`src/rtl/sync_hunt_pkg.sv`:
```
package sync_hunt_pkg;
  typedef enum logic {
    HS_SYNCED  = 1'b0,
    HS_HUNTING = 1'b1
  } hunt_state_e;
endpackage

```
`src/rtl/rx_shift_reg.sv`:
```
// Serial-in window, newest bit at the MSB so that after W shifts the
// first received bit sits at bit 0.
module rx_shift_reg #(
  parameter int W = 8
) (
  input  logic         clk,
  input  logic         rst_n,
  input  logic         clr,
  input  logic         shift_en,
  input  logic         bit_in,
  output logic [W-1:0] win_next
);
  logic [W-1:0] win_q;

  always_comb begin
    win_next = win_q;
    if (clr) begin
      win_next = '0;
    end else if (shift_en) begin
      win_next = {bit_in, win_q[W-1:1]};
    end
  end

  always_ff @(posedge clk or negedge rst_n) begin
    if (!rst_n) begin
      win_q <= '0;
    end else begin
      win_q <= win_next;
    end
  end
endmodule

```
`src/rtl/hunt_ctrl.sv`:
```
module hunt_ctrl
  import sync_hunt_pkg::*;
(
  input  logic        clk,
  input  logic        rst_n,
  input  logic        rx_en,
  input  logic        hunt_req,
  input  logic        shift_en,
  input  logic        match,
  output hunt_state_e state_q,
  output logic        state_change
);
  hunt_state_e state_next;

  always_comb begin
    state_next = state_q;
    if (!rx_en || hunt_req) begin
      state_next = HS_HUNTING;
    end else if (state_q == HS_HUNTING && shift_en && match) begin
      state_next = HS_SYNCED;
    end
    state_change = (state_next != state_q);
  end

  always_ff @(posedge clk or negedge rst_n) begin
    if (!rst_n) begin
      state_q <= HS_HUNTING;
    end else begin
      state_q <= state_next;
    end
  end
endmodule

```
`src/rtl/byte_framer.sv`:
```
module byte_framer #(
  parameter int W = 8
) (
  input  logic         clk,
  input  logic         rst_n,
  input  logic         rx_en,
  input  logic         hunting,
  input  logic         hunt_req,
  input  logic         shift_en,
  input  logic [W-1:0] char_in,
  output logic [W-1:0] byte_q,
  output logic         vld_q
);
  localparam int CNT_W = (W > 1) ? $clog2(W) : 1;
  localparam logic [CNT_W-1:0] LAST = CNT_W'(W - 1);

  logic [CNT_W-1:0] cnt_q, cnt_next;
  logic [W-1:0]     byte_next;
  logic             vld_next, run, done;

  always_comb begin
    run       = rx_en && !hunting && !hunt_req;
    done      = run && shift_en && (cnt_q == LAST);
    vld_next  = done;
    byte_next = byte_q;
    cnt_next  = cnt_q;
    if (!run) begin
      cnt_next = '0;
    end else if (shift_en) begin
      cnt_next = done ? '0 : cnt_q + 1'b1;
    end
    if (done) begin
      byte_next = char_in;
    end
  end

  always_ff @(posedge clk or negedge rst_n) begin
    if (!rst_n) begin
      cnt_q  <= '0;
      vld_q  <= 1'b0;
      byte_q <= '0;
    end else begin
      cnt_q <= cnt_next;
      vld_q <= vld_next;
      if (done) begin
        byte_q <= byte_next;
      end
    end
  end
endmodule

```
`src/rtl/status_irq.sv`:
```
module status_irq (
  input  logic clk,
  input  logic rst_n,
  input  logic status_change,
  input  logic irq_clr,
  output logic irq_q
);
  logic irq_next;

  always_comb begin
    irq_next = status_change | (irq_q & ~irq_clr);
  end

  always_ff @(posedge clk or negedge rst_n) begin
    if (!rst_n) begin
      irq_q <= 1'b0;
    end else begin
      irq_q <= irq_next;
    end
  end
endmodule

```
`src/rtl/sync_hunt_rx.sv`:
```
module sync_hunt_rx
  import sync_hunt_pkg::*;
#(
  parameter int CHAR_W = 8
) (
  input  logic              clk,
  input  logic              rst_n,
  input  logic              rx_en,
  input  logic              bit_en,
  input  logic              bit_in,
  input  logic              cmd_wr,
  input  logic              cmd_hunt,
  input  logic [CHAR_W-1:0] sync_char,
  input  logic              irq_clr,
  output logic [CHAR_W-1:0] byte_data,
  output logic              byte_vld,
  output logic              hunt_stat,
  output logic              irq
);
  logic              shift_en, hunt_req, match, state_change;
  logic [CHAR_W-1:0] win_next;
  hunt_state_e       state_q;

  assign shift_en  = rx_en & bit_en;
  assign hunt_req  = cmd_wr & cmd_hunt;
  assign match     = (win_next == sync_char);
  assign hunt_stat = (state_q == HS_HUNTING);

  rx_shift_reg #(.W(CHAR_W)) u_win (
    .clk      (clk),
    .rst_n    (rst_n),
    .clr      (~rx_en),
    .shift_en (shift_en),
    .bit_in   (bit_in),
    .win_next (win_next)
  );

  hunt_ctrl u_hunt (
    .clk          (clk),
    .rst_n        (rst_n),
    .rx_en        (rx_en),
    .hunt_req     (hunt_req),
    .shift_en     (shift_en),
    .match        (match),
    .state_q      (state_q),
    .state_change (state_change)
  );

  byte_framer #(.W(CHAR_W)) u_frame (
    .clk      (clk),
    .rst_n    (rst_n),
    .rx_en    (rx_en),
    .hunting  (hunt_stat),
    .hunt_req (hunt_req),
    .shift_en (shift_en),
    .char_in  (win_next),
    .byte_q   (byte_data),
    .vld_q    (byte_vld)
  );

  status_irq u_irq (
    .clk           (clk),
    .rst_n         (rst_n),
    .status_change (state_change),
    .irq_clr       (irq_clr),
    .irq_q         (irq)
  );
endmodule

```
`config.mk`:
```
export PLATFORM = sky130hd
export DESIGN_NAME = sync_hunt_rx
export DESIGN_NICKNAME = d
export VERILOG_FILES = /design/src/rtl/sync_hunt_pkg.sv /design/src/rtl/rx_shift_reg.sv /design/src/rtl/hunt_ctrl.sv /design/src/rtl/byte_framer.sv /design/src/rtl/status_irq.sv /design/src/rtl/sync_hunt_rx.sv
export SDC_FILE = /design/constraint.sdc
export NUM_CORES = 1
export LEC_CHECK = 0
export BUFFER_PORTS_ARGS = -buffer_cell sky130_fd_sc_hd__buf_2
export CAP_MARGIN = 5
export CORE_MARGIN = 2
export CORE_UTILIZATION = 31
export DETAILED_ROUTE_END_ITERATION = 10
export GPL_TIMING_DRIVEN = 0
export PLACE_DENSITY = 0.59
export SYNTH_ARGS = -nofsm -noshare
export SYNTH_HDL_FRONTEND = slang
export SYNTH_SLANG_ARGS = --single-unit
```
`constraint.sdc`:
```
create_clock -name clk -period 1.95 [get_ports clk]
set_input_delay 0.195 -clock clk [delete_from_list [all_inputs] [get_ports clk]]
set_output_delay 0.195 -clock clk [all_outputs]
set_load 0.01 [all_outputs]
```
**Yosys cells after proc, flatten, opt, wreduce, memory -nomap -nowiden**

Cells that the tools add are included.

- Bits in registers: 22
- Input bits: 16
- Output and inout bits: 11
- Word-level logic and storage cells: 33

- $add $sub $neg: 1
- Equality and inequality tests: 4
- Multiplexer cells: 7
- Bitwise gates (word level): 5
- Reductions and logical operators: 10

Operators by type and width:

| kind | number |
|---|---|
| $mux 8 | 2 |
| $mux 3 | 3 |
| $eq 8x8->1 | 1 |
| $logic_and 1x1->1 | 6 |
| $add 3x1->3 const B | 1 |
| $and 1x1->1 | 3 |
| $eq 3x3->1 const B | 1 |
| $logic_not 1->1 | 3 |
| $mux 1 | 2 |
| $ne 2x1->1 const B | 1 |
| $logic_or 1x1->1 | 1 |
| $ne 1x1->1 | 1 |
| $not 1->1 | 1 |
| $or 1x1->1 | 1 |

**Logic depth before layout (Yosys ltp)**

Gate-level depths: netlist of the first run.

- Word-level depth: 9
- Mapped depth: 7

**Modules after synthesis**

A second synthesis of the first run with hierarchy kept.

- Cells, all modules: 82
- Area total of the unflattened synthesis: 1029.7 sq um

Modules (own cells, without submodules):

| module | instances | cells an instance | area an instance (sq um) | seq. area each (sq um) |
|---|---|---|---|---|
| byte_framer | 1 | 33 | 500.5 | 300.3 |
| rx_shift_reg | 1 | 26 | 325.3 | 200.2 |
| sync_hunt_rx | 1 | 14 | 102.6 | 0.0 |
| hunt_ctrl | 1 | 6 | 65.1 | 26.3 |
| status_irq | 1 | 3 | 36.3 | 25.0 |

**Worst setup path after synthesis of the first run**

Ideal clock, no wire load.

- Kind: register to register
- From: reg u_frame.cnt_q[0]
- To: reg u_frame.byte_q[0]
- Setup time: 128 ps
- Arrival: 1347 ps
- Setup slack: 475 ps
- Stages on the path, launching flop included: 6
- Path through: dfrtp_1 -> ha_1 -> ha_1 -> and3_1 -> buf_2 -> mux2_1

- Longest elaborated chain between the ends: 2

Ends and longest elaborated chain:

| element | RTL line | text |
|---|---|---|
| start: declaration | byte_framer.sv:17 | `logic [CNT_W-1:0] cnt_q, cnt_next;` |
| start signal: assignment | byte_framer.sv:43 | `cnt_q <= cnt_next;` |
| $eq 3x3->1 | byte_framer.sv:23 | `done = run && shift_en && (cnt_q == LAST);` |
| $logic_and 1x1->1 | byte_framer.sv:23 |  |
| via u_frame.done | byte_framer.sv:19 | `logic vld_next, run, done;` |
| end signal: assignment | byte_framer.sv:46 | `byte_q <= byte_next;` |
| end: declaration | byte_framer.sv:11 | `output logic [W-1:0] byte_q,` |

The timed path passes the listed nets, and every way through them passes these cells.
A chain may end at the register's enable or synchronous reset.

**Worst setup path in the final report of the first run**

Same ends and word-level chain as after synthesis.

==> run_results.csv, run 1 <==
group,metric,value,unit
run_status,status,"complete, no violations",
yosys,synth.yosys.seq_area_share,0.5345,
die,rows,20,
grt,grt_antenna_before_repair,0,
cells_and_area,area_delta_synth_final,23.51,%
clock_network,insertion_delay,0.31,ns
timing,finalSetupViolCount,0,
timing,setup_ws,0.3401,ns
die,initial_core_util,0.3327,
setup_path,crit_path_end_kind,"register",
placement,dpl_cell_area,1212,um2
placement,io_buffers,25,
setup_path,crit_arrival,1.81,ns
pwr,ir_drop,0.4486,mV
clock_network,cts.root.buffer_cell,"clkbuf_4",
clock_network,cts_resized,0,
yosys,synth.cell_area,1032,um2
route,ant_nets,0,
job,cap_violations,0,
die,die_y,61.71,um
cells_and_area,nets,131,
cells_and_area,num-fill-cells,324,
grt,grt_pass1_wl,3374,um
clock_network,cts.sinks,22,
route,drt_iter0_drc,16,
yosys,syn_area_per_cell,12.59,um2
placement,place_hpwl,1450,um
yosys,synth_top_area_frac,0.5091,
clock_network,cts_buffer_depth,2,
grt,grt_pass1_vias,765,
setup_path,cp_max_fo,9,
setup_path,critical_path_class,"reg2reg",
timing,period_share,0.8256,
setup_path,required,2.15,ns
timing,tightest_slew,0.4828,ns
route,wl_per_cell,12.05,um
placement,gp_congestion,0.6920,
cells_and_area,drive_above_1_share,0.3571,
yosys,synth_cells,82,
clock_network,cts_setup_buffers,0,
setup_path,cp-start-kind,"register",
route,vias_per_cell,4.282,
grt,grt_start_max_net_pins,23,
route,first_pass_iters,4,
yosys,ys_seq_elements,22,
clock_network,clk_pin_slew,0.12,ns
placement,pre_cts_ws,0.3360,ns
yosys,synth_top_area_cell,"dfrtp_1",
die,coreArea,3103,um2
yosys,yosysWarnings,0,
timing,max_slew_margin,0.6782,
timing,slew_violations,0,
timing,hold_viol,0,
timing,period_needed,1.610,ns
min_path,hold_class,"in2reg",
timing,finClkSkew,0.002398,ns
route,routed_wl,1880,um
pwr,p_leak,0.6847,nW
die,die_area,3808,um2
cells_and_area,antennaDiodeCount,0,
pwr,powerDensity,684.7,nW/um2
yosys,synth_fp_nets,100,
timing,tns,0,ns
grt,overflow,0,
yosys,ys_types,28,
die,io_pins,27,
timing,max_freq,621.2,MHz
route,drc_errors,0,
clock_network,cts_tree,"built",
grt,grt_usage,0.1214,
yosys,synthTopCellsByArea,"dfrtp_1 (51%), mux2i_1 (9.7%), mux2_1 (8.7%)",
clock_network,htreeDepth,1,
clock_network,numCtsBuffers,3,
die,chipWidth,61.71,um
route,via_count,668,
timing,rsz0062_at_grt,"false",
cells_and_area,stdcell_area,1275,um2
[report_power, final]
group          leakage (nW)  internal (mW)  total, mW  switching, mW
clock network        0.0279          0.208      0.346          0.139
logic                 0.354         0.0305     0.0667         0.0362
registers             0.303          0.459      0.460        0.00123
[what timing repair did]
action                     CTS  global route
hold buffers                 1             0
hold endpoints to repair    21             0
setup endpoints to repair    0             0
[synthesized netlist by cell type (all sizes together)]
master	count
nor2b	1
nor2	12
dfstp	1
inv	1
mux2	8
nor4b	1
dfrtp	21
xnor2	3
ha	2
nor3	1
xor2	4
a41oi	1
nor4	1
mux2i	10
a21oi	1
nand3b	1
buf	3
clkinv	1
and4	1
a221o	1
nand2b	1
nand3	1
nand2	3
o21ai	1
and3	1
[cells in the final DEF (no fill, tap or decap), drive strengths merged, types with 2 or more instances in the layout]
| cell type | Yosys | final |
|---|---|---|
| mux2i | 10 | 10 |
| clkbuf | 0 | 3 |
| ha | 2 | 2 |
| nand2 | 3 | 3 |
| nor2 | 12 | 12 |
| xnor2 | 3 | 3 |
| mux2 | 8 | 8 |
| xor2 | 4 | 4 |
| dfrtp | 21 | 21 |
| buf | 3 | 28 |
[stage by stage]
step	std cells	total power [mW]	utilization	hold slack [ns]
6_report	156	0.8729	0.4109	0.2147
5_1_grt	156	0.9120	0.4109	0.2267
3_5_place_dp	151	0.5357	0.3907	0.1865
2_1_floorplan	82	0.5036	-	-0.1006
3_3_place_gp	151	0.5350	0.3907	0.1838
4_1_cts	156	0.8863	0.4109	0.2007
[critical path: stages, from the launching register on]
cell,delay [ns]
dfrtp_1,0.42
ha_1,0.21
ha_1,0.21
and3_1,0.14
buf_2,0.19
mux2_1,0.33
[registers in the layout (all words and copies together), names as in the netlist]
| register | flops |
|---|---|
| u_frame.byte_q | 8 |
| u_win.win_q | 8 |
| u_irq.irq_q | 1 |
| u_frame.cnt_q | 3 |
| u_hunt.state_q | 1 |
| u_frame.vld_q | 1 |
[final timing paths]
check                                              start                             to  slack (ns)  cells past startpoint
max reg2reg                 u_frame.cnt_q[0]$_DFFE_PN0P_  u_frame.byte_q[0]$_DFFE_PN0P_        0.34                      5
min reg2reg                u_frame.byte_q[6]$_DFFE_PN0P_  u_frame.byte_q[6]$_DFFE_PN0P_        0.49                      1
max in group asynchronous                          rst_n       u_hunt.state_q$_DFF_PN1_        1.23                      2
max                         u_frame.cnt_q[0]$_DFFE_PN0P_  u_frame.byte_q[0]$_DFFE_PN0P_        0.34                      5
min in group asynchronous                          rst_n          u_irq.irq_q$_DFF_PN0_        0.37                      2
min                                               bit_in       u_win.win_q[7]$_DFF_PN0_        0.21                      3
[layout make-up]
cell class / instances / area, um2 / share of cell area
sequential: 22 / 551.8 / 0.4328
multi-input combinational: 55 / 440.4 / 0.3454
timing repair buffer: 26 / 135.1 / 0.1060
tap: 44 / 55.05 / 0.04318
buffer: 3 / 31.28 / 0.02453
clock inverter: 1 / 30.03 / 0.02355
clock buffer: 3 / 22.52 / 0.01766
inverter: 2 / 8.758 / 0.006869
[per-layer routing]
layer | wire length, um | global-route usage | share of wire
met2 | 957 | 0.2211 | 0.51
met3 | 106 | 0.03727 | 0.056
met1 | 815 | 0.1432 | 0.43
met5 | 0 | 0 | 0
met4 | 0 | 0.01824 | 0
[cells by family after synthesis]
group | after synthesis | share of synthesized area
AO/OA/AOI/OAI | 4 | 0.02787
XOR/XNOR | 7 | 0.05940
adder cells (fa/ha/maj) | 2 | 0.02424
buffers and inverters | 5 | 0.03877
flip-flops | 22 | 0.5345
multiplexers | 18 | 0.1842
AND/OR/NAND/NOR | 24 | 0.1309
Note: power is estimated with default switching activity, not from simulation.
==> inputs of run 2 (changes only) <==
Settings changed: PLACE_DENSITY 0.59 to 0.6.
Clock period 1.95 ns to 1.4 ns, I/O delays scaled along.
==> run 2 against run 1 <==
  * The flow now finishes with violations (setup timing)
  * Critical path depth did not move
  * Via count rose by 12%
  * Die area is the same
  * Sequential share of layout area down 5.0 points
  * Sequential cell count stayed put
  * Clock skew up 0.0031 ns
  * First-iteration DRC count up 44%
  * Clock-buffer cell count is the same
  * Sequential power up 39%
  * Total power up 42%
  * Clock power grew 42%
  * Combinational power increased by 54%
  * Largest power group unchanged
==> run_results.csv, run 2 (synthesized netlist as in run 1, its figures left out) <==
group,metric,value,unit
setup_path,path_cells,"ha_2 > ha_4 > and3_4 > buf_6 > mux2_4",
setup_path,reg2reg_depth,5,
clock_network,clk_pin_slew,0.13,ns
timing,hold_slack,0.1456,ns
pwr,clkPwrFrac,0.398,
cells_and_area,biggestRegsByFlops,"u_frame.byte_q: 8 flops, u_win.win_q: 8 flops, u_frame.cnt_q: 3 flops",
cells_and_area,num-fill-cells,316,
die,io_pins,27,
timing,period_share,1.046,
die,die_y,61.71,um
setup_path,max_stage_delay,0.41,ns
grt,grt_start_max_net_pins,23,
pwr,p_sw,0.2619,mW
setup_path,critical_path_class,"reg2reg",
cells_and_area,antennaDiodeCount,0,
clock_network,numCtsBuffers,3,
die,initial_core_util,0.3327,
pwr,swShare,0.2118,
pwr,p_leak,0.7283,nW
pwr,powerDensity,858.1,nW/um2
route,via_count,746,
cells_and_area,drive_above_1_share,0.5372,
pwr,sequentialPowerShare,0.518,
grt,grt_usage,0.1307,
timing,tightest_slew,0.4878,ns
timing,period_needed,1.465,ns
job,cap_violations,0,
die,die_area,3808,um2
die,coreArea,3103,um2
clock_network,cts_buffer_depth,2,
run_status,violations,"setup timing",
cells_and_area,final_common_cell,"buf_2",
clock_network,htreeDepth,1,
clock_network,insertion_delay,0.31,ns
clock_network,cts.sinks,22,
route,vias_per_cell,4.521,
timing,max_slew_margin,0.6748,
setup_path,cp_slowest_cell,"dfrtp_1",
grt,grt_antenna_before_repair,0,
pwr,power.total,1.237,mW
timing,finalSetupViolCount,10,
placement,place_hpwl,1492,um
setup_path,required,1.61,ns
placement,gp_congestion,0.6915,
cells_and_area,most-common-layout-cells,"buf_2 (25), dfrtp_1 (21), mux2i_1 (9), mux2_4 (8), buf_4 (8)",
route,routed_wl,2226,um
run_status,status,"finished, violations left",
setup_path,cp_max_fo,5,
setup_path,cp_num_buf_inv,1,
route,wl_per_cell,13.49,um
route,ant_nets,0,
pwr,ir_drop,0.7135,mV
timing,slew_violations,0,
setup_path,critical_path_depth,5,
die,rows,20,
setup_path,crit_arrival,1.67,ns
placement,dp_cells,151,
grt,grt_pass1_vias,784,
clock_network,cts.root.buffer_cell,"clkbuf_4",
pwr,p_int,0.9749,mW
cells_and_area,nets,140,
grt,grt_pass1_wl,3608,um
route,drc_errors,0,
route,first_pass_iters,4,
cells_and_area,final_cell_count_no_fill,165,
timing,rsz0062_at_grt,"true",
setup_path,cp-start-kind,"register",
timing,setup_ws,-0.06488,ns
die,chipWidth,61.71,um
min_path,hold_class,"in2reg",
setup_path,crit_path_end_kind,"register",
grt,overflow,0,
placement,io_buffers,25,
timing,finClkSkew,0.005495,ns
min_path,whs_path_depth,3,
cells_and_area,area_delta_synth_final,39.64,%
timing,max_freq,682.7,MHz
clock_network,cts_tree,"built",
timing,hold_viol,0,
cells_and_area,stdcell_area,1441,um2
timing,tns,-0.5149,ns
placement,dpl_cell_area,1224,um2
route,drt_iter0_drc,23,
setup_path,critPathTopFamily,"flip-flops",
pwr,pwr-share-comb,0.084,
-- run 2: final timing paths --
check | from | end | slack (ns)
max | u_frame.cnt_q[0]$_DFFE_PN0P_ | u_frame.byte_q[4]$_DFFE_PN0P_ | -0.06
min | sync_char[1] | u_hunt.state_q$_DFF_PN1_ | 0.15
max reg2reg | u_frame.cnt_q[0]$_DFFE_PN0P_ | u_frame.byte_q[4]$_DFFE_PN0P_ | -0.06
min reg2reg | u_frame.byte_q[2]$_DFFE_PN0P_ | u_frame.byte_q[2]$_DFFE_PN0P_ | 0.52
max in group asynchronous | rst_n | u_hunt.state_q$_DFF_PN1_ | 0.75
min in group asynchronous | rst_n | u_frame.byte_q[1]$_DFFE_PN0P_ | 0.30
-- run 2: stage by stage --
step / utilization / worst slack (ns)
6_report: 0.4645 / -0.06488
5_1_grt: 0.4645 / -0.08902
4_1_cts: 0.4480 / -0.06868
3_5_place_dp: 0.3944 / -0.08309
3_3_place_gp: 0.3944 / -0.06487
2_1_floorplan: - / 0.004777
-- run 2: cell type report --
type / count / area [um2] / area share
plain buffers: 3 / 37.54 / 0.02604
inverters: 2 / 8.758 / 0.006076
clock buffers: 3 / 22.52 / 0.01563
well taps: 44 / 55.05 / 0.03819
multi-input cells: 55 / 529.3 / 0.3672
repair buffers: 35 / 206.4 / 0.1432
flip-flops and latches: 22 / 551.8 / 0.3828
clock inverters: 1 / 30.03 / 0.02083
-- run 2: layer usage --
metal | global-route usage | share of wire
met2 | 0.2241 | 0.49
met5 | 0 | 0
met3 | 0.04555 | 0.053
met1 | 0.1675 | 0.45
met4 | 0.009119 | 0
-- run 2: what timing repair did --
action	in CTS	in global routing
endpoints found under the hold margin	21	0
resized for setup	15	5
endpoints found under the setup margin	10	10
hold buffers	1	0
cloned	1	0
setup buffers	5	3
pin swaps	7	7
-- run 2: power groups by stage --
stage	clock, mW	combinational, mW	sequential, mW
2_1_floorplan	0	0.0487	0.653
6_report	0.492	0.103	0.641
4_1_cts	0.501	0.0996	0.641
5_1_grt	0.540	0.114	0.642
3_3_place_gp	0	0.0922	0.653
3_5_place_dp	0	0.0944	0.653
-- run 2: tightest hold or removal path, cell delays in order --
cell	delay [ns]
buf_2	0.08
xnor2_1	0.12
a41oi_1	0.12
